## config.mk

```make
export PLATFORM = sky130hd
export DESIGN_NAME = pic_core
export DESIGN_NICKNAME = d
export VERILOG_FILES = /design/src/rtl/pic_pkg.sv /design/src/rtl/pic_cfg_regs.sv /design/src/rtl/pic_req_latch.sv /design/src/rtl/pic_prio.sv /design/src/rtl/pic_core.sv
export SDC_FILE = /design/constraint.sdc
export NUM_CORES = 1
export LEC_CHECK = 0
export BUFFER_PORTS_ARGS = -buffer_cell sky130_fd_sc_hd__buf_4
export CORE_MARGIN = 8
export CORE_UTILIZATION = 50
export CTS_CLUSTER_SIZE = 40
export DETAILED_ROUTE_END_ITERATION = 10
export PLACE_DENSITY_LB_ADDON = 0.2
export SLEW_MARGIN = 10
export SYNTH_ARGS = -nofsm -noshare
export SYNTH_HDL_FRONTEND = slang
export SYNTH_SLANG_ARGS = --single-unit
export TNS_END_PERCENT = 50
```

## constraint.sdc

```tcl
create_clock -name clk -period 2.21 [get_ports clk]
set_input_delay 0.1105 -clock clk [delete_from_list [all_inputs] [get_ports clk]]
set_output_delay 0.1105 -clock clk [all_outputs]
set_load 0.005 [all_outputs]
```

## src/rtl/pic_pkg.sv

```systemverilog
package pic_pkg;
   typedef enum logic [1:0] {
      ST_RUN  = 2'd0,
      ST_VEC  = 2'd1,
      ST_CASC = 2'd2,
      ST_W4   = 2'd3
   } init_st_t;

   localparam logic [1:0] ADDR_CMD  = 2'd0;
   localparam logic [1:0] ADDR_DATA = 2'd1;
   localparam logic [1:0] ADDR_TRIG = 2'd2;

   localparam int CMD_INIT_BIT   = 4;
   localparam int CMD_EOI_BIT    = 5;
   localparam int W1_NEED4_BIT   = 0;
   localparam int W1_SINGLE_BIT  = 1;

   localparam logic [2:0] RSEL_REQ  = 3'd0;
   localparam logic [2:0] RSEL_ISR  = 3'd1;
   localparam logic [2:0] RSEL_MASK = 3'd2;
   localparam logic [2:0] RSEL_CASC = 3'd3;
   localparam logic [2:0] RSEL_TRIG = 3'd4;
   localparam logic [2:0] RSEL_VBAS = 3'd5;
endpackage

```

## src/rtl/pic_cfg_regs.sv

```systemverilog
module pic_cfg_regs
   import pic_pkg::*;
#(
   parameter int LINES = 8
) (
   input  logic             clk,
   input  logic             rst_n,
   input  logic             wr_en,
   input  logic [1:0]       wr_addr,
   input  logic [7:0]       wr_data,
   output logic [LINES-1:0] mask_q,
   output logic [LINES-1:0] trig_q,
   output logic [LINES-1:0] casc_q,
   output logic [7:0]       vbase_q,
   output logic             eoi_pulse,
   output logic             init_pulse
);
   init_st_t st_q;
   logic     need4_q;
   logic     single_q;

   assign init_pulse = wr_en && (wr_addr == ADDR_CMD) && wr_data[CMD_INIT_BIT];
   assign eoi_pulse  = wr_en && (wr_addr == ADDR_CMD) && !wr_data[CMD_INIT_BIT]
                       && wr_data[CMD_EOI_BIT];

   always_ff @(posedge clk) begin
      if (!rst_n) begin
         st_q     <= ST_RUN;
         need4_q  <= 1'b0;
         single_q <= 1'b0;
         mask_q   <= '0;
         trig_q   <= '0;
         casc_q   <= '0;
         vbase_q  <= '0;
      end else if (wr_en) begin
         case (wr_addr)
            ADDR_CMD: begin
               if (wr_data[CMD_INIT_BIT]) begin
                  st_q     <= ST_VEC;
                  need4_q  <= wr_data[W1_NEED4_BIT];
                  single_q <= wr_data[W1_SINGLE_BIT];
                  mask_q   <= '0;
                  casc_q   <= '0;
               end
            end
            ADDR_DATA: begin
               case (st_q)
                  ST_RUN: mask_q <= wr_data[LINES-1:0];
                  ST_VEC: begin
                     vbase_q <= wr_data;
                     if (!single_q)    st_q <= ST_CASC;
                     else if (need4_q) st_q <= ST_W4;
                     else              st_q <= ST_RUN;
                  end
                  ST_CASC: begin
                     casc_q <= wr_data[LINES-1:0];
                     st_q   <= need4_q ? ST_W4 : ST_RUN;
                  end
                  default: st_q <= ST_RUN;
               endcase
            end
            ADDR_TRIG: trig_q <= wr_data[LINES-1:0];
            default: ;
         endcase
      end
   end

   // the vector word leads to the cascade word unless single mode is set
   p_vec_to_casc_r8: assert property (@(posedge clk) disable iff (!rst_n)
      (wr_en && wr_addr == ADDR_DATA && st_q == ST_VEC && !single_q) |=> (st_q == ST_CASC));
   // the cascade word returns to run when no fourth word is wanted
   p_casc_to_run_r8: assert property (@(posedge clk) disable iff (!rst_n)
      (wr_en && wr_addr == ADDR_DATA && st_q == ST_CASC && !need4_q) |=> (st_q == ST_RUN));
endmodule

```

## src/rtl/pic_req_latch.sv

```systemverilog
module pic_req_latch #(
   parameter int LINES = 8
) (
   input  logic             clk,
   input  logic             rst_n,
   input  logic [LINES-1:0] req_in,
   input  logic [LINES-1:0] lvl_sense,
   input  logic [LINES-1:0] ack_clr,
   output logic [LINES-1:0] irr
);
   for (genvar g = 0; g < LINES; g++) begin : g_line
      logic bit_q;
      logic prev_q;

      always_ff @(posedge clk) begin
         if (!rst_n) begin
            bit_q  <= 1'b0;
            prev_q <= 1'b0;
         end else begin
            prev_q <= req_in[g];
            if (lvl_sense[g])
               bit_q <= req_in[g];
            else if (req_in[g] && !prev_q)
               bit_q <= 1'b1;
            else if (ack_clr[g])
               bit_q <= 1'b0;
         end
      end

      assign irr[g] = bit_q;

      // a level-sensed request tracks the input
      p_level_follow_r2: assert property (@(posedge clk) disable iff (!rst_n)
         lvl_sense[g] |=> (bit_q == $past(req_in[g])));
      // an edge-sensed request holds until acknowledged
      p_edge_hold_r1: assert property (@(posedge clk) disable iff (!rst_n)
         (!lvl_sense[g] && bit_q && !ack_clr[g]) |=> bit_q);
   end
endmodule

```

## src/rtl/pic_prio.sv

```systemverilog
module pic_prio #(
   parameter int LINES = 8,
   localparam int IDX_W = $clog2(LINES)
) (
   input  logic [LINES-1:0] irr,
   input  logic [LINES-1:0] mask,
   input  logic [LINES-1:0] isr,
   output logic             int_req,
   output logic [IDX_W-1:0] sel_idx,
   output logic [LINES-1:0] sel_oh,
   output logic [LINES-1:0] isr_top_oh
);
   logic [LINES-1:0] pend;
   logic [IDX_W:0]   sel_pos;
   logic [IDX_W:0]   isr_pos;

   always_comb begin
      pend       = irr & ~mask;
      sel_pos    = (IDX_W+1)'(LINES);
      isr_pos    = (IDX_W+1)'(LINES);
      sel_oh     = '0;
      isr_top_oh = '0;
      for (int i = LINES - 1; i >= 0; i--) begin
         if (pend[i]) sel_pos = (IDX_W+1)'(i);
         if (isr[i])  isr_pos = (IDX_W+1)'(i);
      end
      for (int i = 0; i < LINES; i++) begin
         if (sel_pos == (IDX_W+1)'(i)) sel_oh[i]     = 1'b1;
         if (isr_pos == (IDX_W+1)'(i)) isr_top_oh[i] = 1'b1;
      end
      int_req = sel_pos < isr_pos;
      sel_idx = sel_pos[IDX_W-1:0];
   end
endmodule

```

## src/rtl/pic_core.sv

```systemverilog
module pic_core
   import pic_pkg::*;
#(
   parameter int LINES = 8,
   localparam int IDX_W = $clog2(LINES)
) (
   input  logic             clk,
   input  logic             rst_n,
   input  logic             reg_wr,
   input  logic [1:0]       reg_addr,
   input  logic [7:0]       reg_wdata,
   input  logic [2:0]       reg_rsel,
   output logic [7:0]       reg_rdata,
   input  logic [LINES-1:0] irq_in,
   output logic             int_out,
   input  logic             ack_in,
   output logic             ack_valid,
   output logic [IDX_W-1:0] ack_line,
   output logic             ack_cascade
);
   localparam logic [IDX_W-1:0] IDLE_LINE = IDX_W'(LINES - 1);

   if (LINES < 2 || LINES > 8) begin : g_bad_lines
      $error("pic_core: LINES must be between 2 and 8");
   end

   logic [LINES-1:0] mask_q, trig_q, casc_q, irr, isr_q;
   logic [LINES-1:0] sel_oh, isr_top_oh, ack_clr;
   logic [7:0]       vbase_q;
   logic             eoi_pulse, init_pulse, int_req, ack_fire;
   logic [IDX_W-1:0] sel_idx;

   pic_cfg_regs #(.LINES(LINES)) u_cfg (
      .clk(clk), .rst_n(rst_n), .wr_en(reg_wr), .wr_addr(reg_addr), .wr_data(reg_wdata),
      .mask_q(mask_q), .trig_q(trig_q), .casc_q(casc_q), .vbase_q(vbase_q),
      .eoi_pulse(eoi_pulse), .init_pulse(init_pulse)
   );

   pic_req_latch #(.LINES(LINES)) u_req (
      .clk(clk), .rst_n(rst_n), .req_in(irq_in), .lvl_sense(trig_q | casc_q),
      .ack_clr(ack_clr), .irr(irr)
   );

   pic_prio #(.LINES(LINES)) u_prio (
      .irr(irr), .mask(mask_q), .isr(isr_q), .int_req(int_req),
      .sel_idx(sel_idx), .sel_oh(sel_oh), .isr_top_oh(isr_top_oh)
   );

   assign ack_fire    = ack_in && int_req;
   assign ack_clr     = ack_fire ? sel_oh : '0;
   assign int_out     = int_req;
   assign ack_valid   = ack_fire;
   assign ack_line    = int_req ? sel_idx : IDLE_LINE;
   assign ack_cascade = ack_fire && |(sel_oh & casc_q);

   always_ff @(posedge clk) begin
      if (!rst_n)
         isr_q <= '0;
      else if (init_pulse)
         isr_q <= '0;
      else
         isr_q <= (isr_q | ack_clr) & ~(eoi_pulse ? isr_top_oh : '0);
   end

   always_comb begin
      reg_rdata = '0;
      case (reg_rsel)
         RSEL_REQ:  reg_rdata[LINES-1:0] = irr;
         RSEL_ISR:  reg_rdata[LINES-1:0] = isr_q;
         RSEL_MASK: reg_rdata[LINES-1:0] = mask_q;
         RSEL_CASC: reg_rdata[LINES-1:0] = casc_q;
         RSEL_TRIG: reg_rdata[LINES-1:0] = trig_q;
         RSEL_VBAS: reg_rdata            = vbase_q;
         default:   reg_rdata            = '0;
      endcase
   end

   // an accepted acknowledge leaves its line in service
   p_ack_sets_isr_r4: assert property (@(posedge clk) disable iff (!rst_n)
      (ack_fire && !init_pulse) |=> |(isr_q & $past(sel_oh)));
   // an acknowledge with nothing deliverable leaves in-service alone
   p_spurious_ack_r10: assert property (@(posedge clk) disable iff (!rst_n)
      (ack_in && !int_req && !eoi_pulse && !init_pulse) |=> $stable(isr_q));
   // the output needs an unmasked request
   p_int_unmasked_r6: assert property (@(posedge clk) disable iff (!rst_n)
      int_out |-> |(irr & ~mask_q));
   // end-of-interrupt removes exactly one in-service bit
   p_eoi_one_r7: assert property (@(posedge clk) disable iff (!rst_n)
      (eoi_pulse && !ack_fire && |isr_q) |=> ($countones(isr_q) == $countones($past(isr_q)) - 1));
   // a cascade acknowledge is always an accepted one
   p_casc_ack_r11: assert property (@(posedge clk) disable iff (!rst_n)
      ack_cascade |-> ack_valid);

   for (genvar g = 0; g < LINES; g++) begin : g_casc_chk
      // a cascaded line follows its input level
      p_casc_level_r3: assert property (@(posedge clk) disable iff (!rst_n)
         casc_q[g] |=> (irr[g] == $past(irq_in[g])));
   end
endmodule

```

Word-level counts from Yosys, hierarchy flattened
Cells that the tools add are included.
Widths: inputs -> output; s select.
{ "op_classes": {"n_lt_le_gt_ge": 1, "n_eq_ne": 27, "n_mux": 70, "bitwise": 8, "n_reduce_logical": 45} }
{ "op_table": {"columns": ["op", "count"], "rows": [
  ["$mux 4", 16],
  ["$pmux 8 s6", 1],
  ["$mux 1", 40],
  ["$mux 8", 5],
  ["$eq 4x3->1 const B", 8],
  ["$pmux 8 s2", 2],
  ["$and 8x8->8", 3],
  ["$reduce_bool 3->1", 8],
  ["$eq 4x2->1 const B", 4],
  ["$not 8->8", 2],
  ["$or 8x8->8", 2],
  ["$logic_and 1x1->1", 14],
  ["$reduce_and 4->1", 3],
  ["$logic_not 1->1", 9],
  ["$eq 4x1->1 const B", 2],
  ["$logic_not 4->1", 2],
  ["$ne 2x2->1 const B", 4],
  ["$reduce_or 8->1", 1],
  ["$eq 3x2->1 const B", 2],
  ["$eq 3x3->1 const B", 2],
  ["$mux 2", 3],
  ["$pmux 2 s3", 1],
  ["$reduce_and 3->1", 2],
  ["$eq 2x1->1 const B", 2],
  ["11 further kinds", 13]
]} }
{ "totals": {"regBits": 60, "output_inout_bits": 14} }

Logic depth before layout (Yosys ltp)
Gate-level depths: netlist (run 1).
{ "depth": {"ltp_word": 16, "ltp_mapped": 12, "depth_no_buf": 12} }

Modules after synthesis
Synthesis (run 1) repeated with hierarchy kept, for this count alone.
{ "hier_totals": {"hier_cells": 388, "hier_area_um2": 3499.6} }
{ "modules_own_cells": {"columns": ["module", "instances", "cells_per_inst", "area_per_inst_um2"], "rows": [
  ["pic_cfg_regs", 1, 159, 1550.2],
  ["pic_core", 1, 106, 877.1],
  ["pic_req_latch", 1, 57, 671.9],
  ["pic_prio", 1, 66, 400.4]
]} }

Worst setup path before layout (run 1)
Ideal clock, no wire load.
{ "synth_timing": {"kind": "register to register", "start": "register isr_q[1]", "end": "register u_req.g_line[3].bit_q", "setup_ps": 116, "arrival_ps": 2352, "t_required_ps": 2094, "slack_ps": -258, "stages_incl_launch_ff": 11, "n_path_buf": 1, "cell_sequence": "dfxtp_1 > clkbuf_1 > nor4_1 > nand3_1 > ha_1 > a211oi_1 > o2111a_2 > a21oi_2 > inv_1 > nand4_1 > a41o_1"} }
{ "synth_via": {"elab_chain_cells": 6} }
{ "synth_rtl": {"columns": ["item", "line_no", "rtl"], "rows": [
  ["start, declared", "pic_core.sv:27", "logic [LINES-1:0] mask_q, trig_q, casc_q, irr, isr_q;"],
  ["start signal, assigned", "pic_core.sv:62", "isr_q <= (isr_q | ack_clr) & ~(eoi_pulse ? isr_top_oh : '0);"],
  ["$mux 4 (2 in a row)", "pic_prio.sv:25", "if (isr[i]) isr_pos = (IDX_W+1)'(i);"],
  ["$lt 4x4->1", "pic_prio.sv:31", "int_req = sel_pos < isr_pos;"],
  ["$logic_and 1x1->1", "pic_core.sv:49", "assign ack_fire = ack_in && int_req;"],
  ["named net ack_valid", "pic_core.sv:17", "output logic ack_valid,"],
  ["$mux 8", "pic_core.sv:50", "assign ack_clr = ack_fire ? sel_oh : '0;"],
  ["$reduce_bool 3->1 (no source line)", null, null],
  ["end signal, assigned", "pic_req_latch.sv:22", "bit_q <= req_in[g];"],
  ["end, declared", "pic_req_latch.sv:12", "logic bit_q;"]
]} }
The timed path passes the listed nets, and every way through them passes these cells.
A chain may end at the register's enable or synchronous reset.

Final worst setup path (run 1)
{ "layout_timing": {"start": "register u_cfg.mask_q[6]", "end": "output int_out"} }
{ "layout_via": {"elab_chain_cells": 10} }
{ "layout_rtl": {"columns": ["item", "line_no", "rtl"], "rows": [
  ["start, declared", "pic_cfg_regs.sv:11", "output logic [LINES-1:0] mask_q,"],
  ["start signal, assigned", "pic_cfg_regs.sv:48", "ST_RUN: mask_q <= wr_data[LINES-1:0];"],
  ["$not 8->8", "pic_prio.sv:18", "pend = irr & ~mask;"],
  ["$and 8x8->8", "pic_prio.sv:18", null],
  ["$mux 4 (7 in a row)", "pic_prio.sv:24", "if (pend[i]) sel_pos = (IDX_W+1)'(i);"],
  ["$lt 4x4->1", "pic_prio.sv:31", null],
  ["end, declared", "pic_core.sv:15", "output logic int_out,"]
]} }
No other way between the ends.

==> reports/qor.txt, run 1 <==
outcome - finished with violations
violated checks - negative setup slack
# diodes - 0
CTS buffer count - 9
post-synthesis simple-gate area fraction - 0.2724
Peak Freq - 390.1 MHz
worst r2r dst - isr_q[2]
CP Data Arrival Time - 2.45 ns
final instance area - 0.004588 sq mm
Initial Util - 0.5151
top cell type's share of synthesized area - 0.3673
clock group share of total power - 0.286
Die Y - 96.88 microns
CTS Buffer Depth - 2
# IOs - 39
Root Buffer - clkbuf_8
register area share after synthesis - 0.3673
Post-Synthesis Cells - 389
vias in the first global route - 3,366
layout cells sized above 1 - 0.3625
Final period util - 1.160
net total in the final layout - 518
remaining antenna violation count - 0
setup TNS - -4.972 ns
VDD IR max - 0.5175 mV
Area contributors post-synth - dfxtp_1 37%, nor2b_1 6.3%, mux2i_1 5.8%, a22oi_1 4.6%, nand2_1 4.5%
RR Startpoint - u_cfg.mask_q[6]
post-DR vias/cell - 5.917
DIE WIDTH - 96.88 microns
adder-cell share of the synthesized area - 0.02295
Post-Place Setup Slack - -0.2097 ns
HP Start - irq_in[6]
Post-synth top cells - 60 x dfxtp_1, 39 x nand2_1, 33 x nor2b_1
ys async rst share - 0
Cell Chain, Critical Path - and2b_1 > nand2b_4 > buf_4 > nor2_4 > ha_4 > a211oi_4 > o211ai_1 > o21ai_1 > buf_4 > buf_4 > buf_4
area delta synth->final - 40.28%
Vias - 3,361
first-pass GRT wire length - 17,010 microns
critical path startpoint - u_cfg.mask_q[6]
Final GP Congestion - 0.9373
Clock transition at path regs - 0.07 ns
cell depth of the worst flop-to-flop path - 12
Final min period - 2.564 ns
final setup vio count - 21
combinational power share - 0.346
most used cell, CP - buf_4
die area - 0.009386 sq mm
WHS Path Cells - 2
placed cells - 531
HP Class - in2reg
final slew viol count - 0
NetSw - 1.002 mW
crit end category - output pin
Synth Flop Type - dfxtp_1
WHS Endpoint - u_req.g_line[6].prev_q
fin cells - 568
Rows - 29
CP Launch Type - register
largest family of logic cells by synthesized area - simple AND/OR/NAND/NOR gates
residual overflow from global routing - 0
Pleak - 1.896 nW
mean post-synth cell area - 8.408 sq um
worst-margin pin slew - 0.7330 ns
Worst-Skew Late Latency - 0.34 ns
hpwl dp - 7407 microns
instance area at placement - 0.003961 sq mm
setup ws final - -0.3537 ns
Pre-antenna DRT Iters - 6
Syn. warnings - 0
XOR/XNOR Fraction of Synth Area - 0
clk sinks - 60
post-DR wirelength/cell - 18.67 microns
Worst Path Max Fanout - 4
P_int - 2.167 mW
CORE AREA - 0.006350 sq mm
final wirelength - 10,600 microns
unrepaired setup endpoints after global routing - true
Post-synth EDFFs - 0
CP max stage cell - dfxtp_2
initial antenna violation count - 0
H-tree level count - 3
final routed DRC violation total - 0
Max Cap Viol - 0
Rel. slew slack - 0.5081
final hold vios - 0
1st-iter DRT viols - 294
Yosys reg bits - 60
critical path's largest stage delay - 0.32 ns
skew final - 0.007947 ns
clock tree from TritonCTS - done
gr usage total - 0.2222
Compound-Gate Fraction of Synth Area - 0.2150
syn_nets - 420
sequential power share - 0.368
Worst R2R Setup Slack - -0.33 ns
switching power share of the total - 0.3162
Crit Path Class - reg2out
Unique masters post-synth - 50
pin count of the biggest net entering global routing - 55
number of buffers added on ports - 38
cell accounting for the most synthesized area - dfxtp_1
Syn Std Cell Area - 0.003271 sq mm
mux share of post-synthesis cell area - 0.08914
Critical Path RT - 2.10 ns
top-count cell post-synth - dfxtp_1
pwr dens - 690.8 mW/mm^2
==> worst max-delay path: cells and delay by family (launching register included) <==
family	cells	cell delay [ns]
AND/OR/NAND/NOR	3	0.48
buffers and inverters	4	0.50
adder cells (fa/ha/maj)	1	0.22
AO/OA/AOI/OAI	3	0.58
flip-flops	1	0.32
==> cell families after synthesis <==
family	after synthesis
adders and majority gates	6
AOI/OAI and AO/OA	99
and+or+nand+nor	169
muxes	26
buffers and inverters	29
DFF	60
==> layer usage <==
layer  routed length (microns)  global-route usage  part of all wire
met5                         0                   0                 0
met4                       327             0.09822             0.031
met3                       670             0.05832             0.063
met1                      4529              0.2633              0.43
met2                      5075              0.3672              0.48
==> timing repair <==
action | CTS | global route
buffers inserted | 10 | 6
setup endpoints to repair | 18 | 22
resized for setup | 34 | 27
gates cloned | 0 | 0
pin swaps | 22 | 15
hold buffers | 6 | 0
endpoints found under the hold margin | 6 | 0
==> registers in the layout, indices dropped and copies added (netlist names), 2 cells and up <==
name,cells
isr_q,8
u_cfg.casc_q,8
u_cfg.mask_q,8
u_cfg.trig_q,8
u_cfg.vbase_q,8
u_req.g_line.bit_q,8
u_req.g_line.prev_q,8
u_cfg.st_q,2
==> cell usage in the layout (no fill, tap or decap), types with 3 or more instances in the layout <==
master	count
a21boi_0	13
a21oi_1	9
a21oi_2	4
a22o_1	3
a22oi_1	19
and2_1	13
buf_4	93
buf_6	6
clkbuf_8	11
dfxtp_1	52
dfxtp_2	8
dlygate4sd3_1	6
ha_1	3
ha_4	3
inv_1	9
mux2_2	5
mux2i_1	19
nand2_1	34
nand2_2	3
nand2b_1	9
nand2b_4	7
nand3_1	9
nor2_1	27
nor2b_1	33
nor3_1	5
o211ai_1	3
o21ai_0	9
o21ai_1	4
o22ai_1	4
==> worst max-delay path by stage <==
stage / slack [ns] / depth (start not counted) / endpoint
final: -0.35 / 11 / int_out
after global routing: -0.45 / 11 / ack_line[2]
after CTS: -0.31 / 12 / isr_q[2]
after detailed placement: -0.21 / 10 / isr_q[2]
after global placement: -0.10 / 11 / isr_q[2]
after floorplan: -0.008 / 9 / isr_q[2]
==> power by group through the flow <==
| stage | clock [mW] | sequential (mW) | combinational, mW |
|---|---|---|---|
| after floorplan | 0 | 1.18 | 0.400 |
| after global placement | 0 | 1.18 | 0.736 |
| after detailed placement | 0 | 1.18 | 0.756 |
| after CTS | 0.913 | 1.16 | 0.926 |
| after global routing | 0.968 | 1.17 | 1.16 |
| final | 0.907 | 1.17 | 1.10 |
==> cell type report <==
class	instances	area, sq um
clock buffers	11	151.4
clock inverters	4	25.02
fillers	477	1762
inverters	11	41.29
multi-input cells	300	2237
flip-flops and latches	60	1211
well taps	77	96.34
repair buffers	105	825.8
==> stage by stage <==
step	util	total power, mW	hold WS, ns
2_1_floorplan	-	1.578	0.2322
3_3_place_gp	0.6238	1.917	0.3217
3_5_place_dp	0.6238	1.939	0.3282
4_1_cts	0.6964	3.002	0.004114
5_1_grt	0.7226	3.304	0.009985
6_report	0.7226	3.170	0.009818
(Power assumes the default switching activity.)
==> run 2, diff against run 1 <==
CORE_ASPECT_RATIO = 0.5   (was unset)
==> run 2 against run 1 <==
Compared with the run above:
- the run still ends with negative setup slack left
- via count up 0.62%
- final cell count up 1.2%
- sequential power about the same
- non-clock buffer count down 5
- combinational power down 12%
- first-iteration DRC count up 21%
- sequential share of layout area down 0.075 points
- critical endpoint is now ack_valid
- largest power group is now clock
==> reports/qor.txt, run 2 (synthesized netlist as in run 1, its figures left out) <==
gr usage total - 0.2366 (was 0.2222)
net total in the final layout - 513 (was 518)
crit end category - output pin (unchanged)
CP Launch Type - register (unchanged)
final slew viol count - 0 (unchanged)
final wirelength - 10,890 microns (was 10,600 microns)
Worst Path Max Fanout - 5 (was 4)
remaining antenna violation count - 0 (unchanged)
most frequent cells in the layout - 93 x buf_4, 55 x dfxtp_1, 36 x nand2_1, 33 x nor2b_1, 27 x nor2_1 (was 93 x buf_4, 52 x dfxtp_1, 34 x nand2_1, 33 x nor2b_1, 27 x nor2_1)
Initial Util - 0.5270 (was 0.5151)
Pre-antenna DRT Iters - 5 (was 6)
area delta synth->final - 40.24% (was 40.28%)
CP max stage cell - dfxtp_2 (unchanged)
outcome - finished with violations (unchanged)
Final period util - 1.119 (was 1.160)
critical path's largest stage delay - 0.32 ns (about the same)
Vias - 3,382 (was 3,361)
hpwl dp - 8096 microns (was 7407 microns)
# diodes - 0 (unchanged)
sequential power share - 0.320 (was 0.368)
Rel. slew slack - 0.5363 (was 0.5081)
Pleak - 1.900 nW (was 1.896 nW)
final routed DRC violation total - 0 (unchanged)
Max Cap Viol - 0 (unchanged)
Worst-Skew Late Latency - 0.33 ns (was 0.34 ns)
WHS Path Cells - 2 (unchanged)
CORE AREA - 0.006206 sq mm (was 0.006350 sq mm)
VDD IR max - 0.4856 mV (was 0.5175 mV)
final setup vio count - 19 (was 21)
Crit Path Class - reg2out (unchanged)
critical path's top delay family - compound AO/OA/AOI/OAI gates (unchanged)
cell depth of the worst flop-to-flop path - 14 (was 12)
Final GP Congestion - 0.9479 (was 0.9373)
NetSw - 1.002 mW (about the same)
Worst Path Buf+Inv - 3 (was 4)
HP Class - in2reg (unchanged)
setup ws final - -0.2634 ns (was -0.3537 ns)
skew final - 0.004439 ns (was 0.007947 ns)
Critical Path RT - 2.10 ns (about the same)
H-tree level count - 3 (unchanged)
combinational power share - 0.265 (was 0.346)
number of buffers added on ports - 38 (unchanged)
post-DR vias/cell - 5.882 (was 5.917)
Peak Freq - 404.3 MHz (was 390.1 MHz)
die area - 0.009543 sq mm (was 0.009386 sq mm)
Post-Place Setup Slack - -0.2369 ns (was -0.2097 ns)
Root Buffer - clkbuf_16 (was clkbuf_8)
Rows - 20 (was 29)
CP Data Arrival Time - 2.36 ns (was 2.45 ns)
worst-margin pin slew - 0.6909 ns (was 0.7330 ns)
CP Depth - 11 (unchanged)
CTS buffer count - 9 (unchanged)
CTS Buffer Depth - 2 (unchanged)
first-pass GRT wire length - 17,190 microns (was 17,010 microns)
unrepaired setup endpoints after global routing - true (unchanged)
Die Y - 73.19 microns (was 96.88 microns)
final hold vios - 0 (unchanged)
Clock transition at path regs - 0.05 ns (was 0.07 ns)
post-DR wirelength/cell - 18.93 microns (was 18.67 microns)
residual overflow from global routing - 0 (unchanged)
1st-iter DRT viols - 357 (was 294)
Cell Chain, Critical Path - and2b_1 > nand2b_4 > o21a_1 > ha_1 > o21a_1 > o21ai_2 > and3b_2 > a21oi_4 > inv_2 > buf_6 > buf_6 (was and2b_1 > nand2b_4 > buf_4 > nor2_4 > ha_4 > a211oi_4 > o211ai_1 > o21ai_1 > buf_4 > buf_4 > buf_4)
clock group share of total power - 0.416 (was 0.286)
initial antenna violation count - 0 (unchanged)
DIE WIDTH - 130.4 microns (was 96.88 microns)
vias in the first global route - 3,316 (was 3,366)
switching power share of the total - 0.2744 (was 0.3162)
# IOs - 39 (unchanged)
pin count of the biggest net entering global routing - 55 (unchanged)
layout cells sized above 1 - 0.3326 (was 0.3625)
clock tree from TritonCTS - done (unchanged)
pwr dens - 796.3 mW/mm^2 (was 690.8 mW/mm^2)
Final min period - 2.473 ns (was 2.564 ns)
clk sinks - 60 (unchanged)
violated checks - negative setup slack (unchanged)
Final Total Pwr - 3.652 mW (was 3.170 mW)
number of fill cells in the layout - 473 (was 477)
most common cell after layout, fill and taps aside - buf_4 (unchanged)
P_int - 2.650 mW (was 2.167 mW)
[run 2: changes by cell type in the layout (fill, tap and decap cells not counted), sizes merged]
cell | before | now
buf | 99 | 97
bufinv | 0 | 2
clkbuf | 11 | 10
clkinv | 2 | 1
clkinvlp | 2 | 3
dlygate4sd3 | 6 | 3
[run 2: worst paths after layout]
kind / endpoint / slack (ns) / startpoint
worst max register to register: isr_q[3] / -0.21 / u_cfg.mask_q[6]
worst max-delay path: ack_valid / -0.26 / u_cfg.mask_q[6]
worst min register to register: u_req.g_line[6].bit_q / 0.48 / u_req.g_line[6].prev_q
worst min-delay path: u_req.g_line[7].prev_q / 0.02 / irq_in[7]
[run 2: power by group through the flow]
stage          registers [mW]  clock network [mW]  logic, mW
4_1_cts                  1.17                1.53      0.937
3_3_place_gp             1.18                   0      0.745
6_report                 1.17                1.52      0.968
3_5_place_dp             1.18                   0      0.770
5_1_grt                  1.17                1.58       1.04
2_1_floorplan            1.18                   0      0.400
[run 2: per-stage QoR]
| step | cell area (sq um) | TNS (ns) | util | cells | hold WS [ns] |
|---|---|---|---|---|---|
| 3_3_place_gp | 3998 | -1.034 | 0.6442 | 545 | 0.3195 |
| 4_1_cts | 4567 | -3.178 | 0.7359 | 574 | 0.01317 |
| 3_5_place_dp | 3998 | -2.129 | 0.6442 | 545 | 0.3304 |
| 6_report | 4587 | -3.062 | 0.7391 | 575 | 0.01731 |
| 2_1_floorplan | 3319 | -0.008068 | - | 389 | 0.2322 |
| 5_1_grt | 4587 | -5.789 | 0.7391 | 575 | 0.02610 |
[run 2: final cells by class]
type	instances	area [sq um]	area share
sequential	60	1207	0.2632
clock inverter	6	87.58	0.01909
clock buffer	10	239.0	0.05210
inverter	11	41.29	0.009002
multi-input combinational	300	2128	0.4640
tap	88	110.1	0.02400
timing repair buffer	100	773.2	0.1686
[run 2: what timing repair did]
item	4_1_cts	5_1_grt
pin swaps	17	10
buffers inserted	10	1
gates resized for setup	32	4
hold buffers	3	0
hold endpoints to repair	3	0
setup endpoints to repair	22	22
cloned	0	0
[run 2: layer usage]
metal  track usage  part of all wire  up-vias
met5             0                 0        -
met4       0.09458             0.019        0
li1              -                 -     1584
met3       0.06924              0.11       23
met2        0.3655              0.44      193
met1        0.3031              0.43     1582
==> run 3, diff against run 2 <==
PLACE_DENSITY_LB_ADDON = 0.05   (was 0.2)
==> run 3 against run 2 <==
Compared with the run above:
- the flow still finishes with violations (negative setup slack)
- clock power fell by 8%
- sequential share of layout area fell by 0.45 points
- first-iteration DRC count fell by 14%
- clock-buffer cell count fell by 1
- worst setup slack got worse by 0.074 ns
- core utilization rose by 1.1 points
- fmax fell by 2.9%
- clock skew rose by 0.0050 ns
- wire length rose by 4.0%
- critical path type is now reg2reg
- critical endpoint is now isr_q[2]
==> reports/qor.txt, run 3 (synthesized netlist as in run 1, its figures left out) <==
CP Data Arrival Time - 2.81 ns (was 2.36 ns)
DIE WIDTH - 130.4 microns (unchanged)
hpwl dp - 8095 microns (was 8096 microns)
number of buffers added on ports - 38 (unchanged)
setup ws final - -0.3375 ns (was -0.2634 ns)
violated checks - negative setup slack (unchanged)
unrepaired setup endpoints after global routing - true (unchanged)
Root Buffer - clkbuf_16 (unchanged)
switching power share of the total - 0.2951 (was 0.2744)
RR Startpoint - u_cfg.mask_q[6] (unchanged)
Final period util - 1.153 (was 1.119)
WHS Path Cells - 2 (unchanged)
final hold vios - 0 (unchanged)
CP Launch Type - register (unchanged)
Worst Path Max Fanout - 5 (unchanged)
vias in the first global route - 3,240 (was 3,316)
final slew viol count - 0 (unchanged)
pin count of the biggest net entering global routing - 55 (unchanged)
worst-margin pin slew - 0.7318 ns (was 0.6909 ns)
pwr dens - 788.6 mW/mm^2 (was 796.3 mW/mm^2)
Vias - 3,405 (was 3,382)
NetSw - 1.084 mW (was 1.002 mW)
skew final - 0.009404 ns (was 0.004439 ns)
instance area at placement - 0.004005 sq mm (was 0.003998 sq mm)
layout cells sized above 1 - 0.3476 (was 0.3326)
Clock transition at path regs - 0.05 ns (about the same)
Rel. slew slack - 0.5089 (was 0.5363)
final wirelength - 11,320 microns (was 10,890 microns)
area of the multi-input gates - 0.002201 sq mm (was 0.002128 sq mm)
1st-iter DRT viols - 307 (was 357)
clock group share of total power - 0.382 (was 0.416)
H-tree level count - 3 (unchanged)
P_int - 2.589 mW (was 2.650 mW)
final instance area - 0.004657 sq mm (was 0.004587 sq mm)
cell depth of the worst flop-to-flop path - 12 (was 14)
HP Class - in2reg (unchanged)
Max Cap Viol - 0 (unchanged)
# IOs - 39 (unchanged)
final setup vio count - 22 (was 19)
Rows - 20 (unchanged)
Crit Path Class - reg2reg (was reg2out)
Post-Route M1 WL - 5130 microns (was 4680 microns)
VDD IR max - 0.6499 mV (was 0.4856 mV)
CTS Buffer Depth - 2 (unchanged)
Peak Freq - 392.5 MHz (was 404.3 MHz)
HP Start - irq_in[3] (was irq_in[7])
Initial Util - 0.5270 (unchanged)
CTS buffer count - 9 (unchanged)
clock tree from TritonCTS - done (unchanged)
Critical Path RT - 2.47 ns (was 2.10 ns)
remaining antenna violation count - 0 (unchanged)
fin cells - 577 (was 575)
uppermost layer routed - met4 (unchanged)
first-pass GRT wire length - 17,200 microns (was 17,190 microns)
# diodes - 0 (unchanged)
net total in the final layout - 515 (was 513)
combinational power share - 0.300 (was 0.265)
Pleak - 1.917 nW (was 1.900 nW)
setup TNS - -4.142 ns (was -3.062 ns)
outcome - finished with violations (unchanged)
Post-Place Setup Slack - -0.2524 ns (was -0.2369 ns)
clk sinks - 60 (unchanged)
most frequent cells in the layout - 93 x buf_4, 57 x dfxtp_1, 35 x nand2_1, 33 x nor2b_1, 27 x nor2_1 (was 93 x buf_4, 55 x dfxtp_1, 36 x nand2_1, 33 x nor2b_1, 27 x nor2_1)
Worst-Skew Late Latency - 0.34 ns (was 0.33 ns)
Final GP Congestion - 0.9114 (was 0.9479)
Cell Chain, Critical Path - and2b_2 > nand2b_4 > nand2_4 > a31oi_4 > ha_4 > o21a_1 > o21ai_2 > and3b_2 > a21oi_4 > buf_4 > or4_1 > a21oi_1 (was and2b_1 > nand2b_4 > o21a_1 > ha_1 > o21a_1 > o21ai_2 > and3b_2 > a21oi_4 > inv_2 > buf_6 > buf_6)
area delta synth->final - 42.39% (was 40.24%)
residual overflow from global routing - 0 (unchanged)
Die Y - 73.19 microns (unchanged)
final routed DRC violation total - 0 (unchanged)
Met3 Wirelength - 1055 microns (was 1203 microns)
CORE AREA - 0.006206 sq mm (unchanged)
CP max stage cell - or4_1 (was dfxtp_2)
register area - 0.001205 sq mm (was 0.001207 sq mm)
post-DR wirelength/cell - 19.61 microns (was 18.93 microns)
die area - 0.009543 sq mm (unchanged)
Fin Hold WS - 0.008141 ns (was 0.01731 ns)
critical path's largest stage delay - 0.41 ns (was 0.32 ns)
Pre-antenna DRT Iters - 5 (unchanged)
initial antenna violation count - 0 (unchanged)
crit end category - register (was output pin)
placed cells - 546 (was 545)
gr usage total - 0.2387 (was 0.2366)
number of fill cells in the layout - 481 (was 473)
WL met2 - 4850 microns (was 4798 microns)
critical path startpoint - u_cfg.mask_q[6] (unchanged)
most common cell after layout, fill and taps aside - buf_4 (unchanged)
Final min period - 2.548 ns (was 2.473 ns)
sequential power share - 0.318 (was 0.320)
post-DR vias/cell - 5.901 (was 5.882)
## run 3: per-stage QoR
stage	utilization	power, mW
4_1_cts	0.7304	3.541
5_1_grt	0.7504	3.810
3_5_place_dp	0.6454	1.964
6_report	0.7504	3.672
3_3_place_gp	0.6454	1.946
2_1_floorplan	-	1.578
## run 3: path summary, 6_finish.rpt
check | endpoint | slack [ns]
hold / removal | u_req.g_line[3].prev_q | 0.008
hold reg to reg | u_req.g_line[1].bit_q | 0.48
setup reg to reg | isr_q[2] | -0.34
setup / recovery | isr_q[2] | -0.34
## run 3: metal layers
layer,vias up,global-route usage
li1,1586,-
met1,1627,0.3124
met2,162,0.3518
met3,30,0.08746
met4,0,0.08197
met5,-,0
## run 3: worst max-delay path, delay by kind of cell, from the launching register on
family / cells / cell delay (ns)
DFF: 1 / 0.31
and+or+nand+nor: 5 / 1.09
adders and majority gates: 1 / 0.23
AOI/OAI and AO/OA: 5 / 0.67
buffers and inverters: 1 / 0.18
## run 3: power by group through the flow
stage	combinational, mW	sequential [mW]	clock (mW)
floorplan	0.400	1.18	0
global placement	0.765	1.18	0
detailed placement	0.781	1.18	0
CTS	0.964	1.16	1.41
global route	1.17	1.17	1.47
finish	1.10	1.17	1.40
## run 3: cell type report
class / count / area share
Timing Repair Buffer: 102 / 0.1714
Tap cell: 88 / 0.02364
Clock inverter: 7 / 0.01639
Clock buffer: 9 / 0.04836
Inverter: 11 / 0.008866
Sequential cell: 60 / 0.2587
Multi-Input combinational cell: 300 / 0.4726
## run 3: what timing repair did
action                                  CTS  global route
endpoints found under the hold margin     1             0
buffers inserted                          8             6
hold buffers                              1             0
gates resized for setup                  33            20
endpoints found under the setup margin   22            22
pin swaps                                17            15
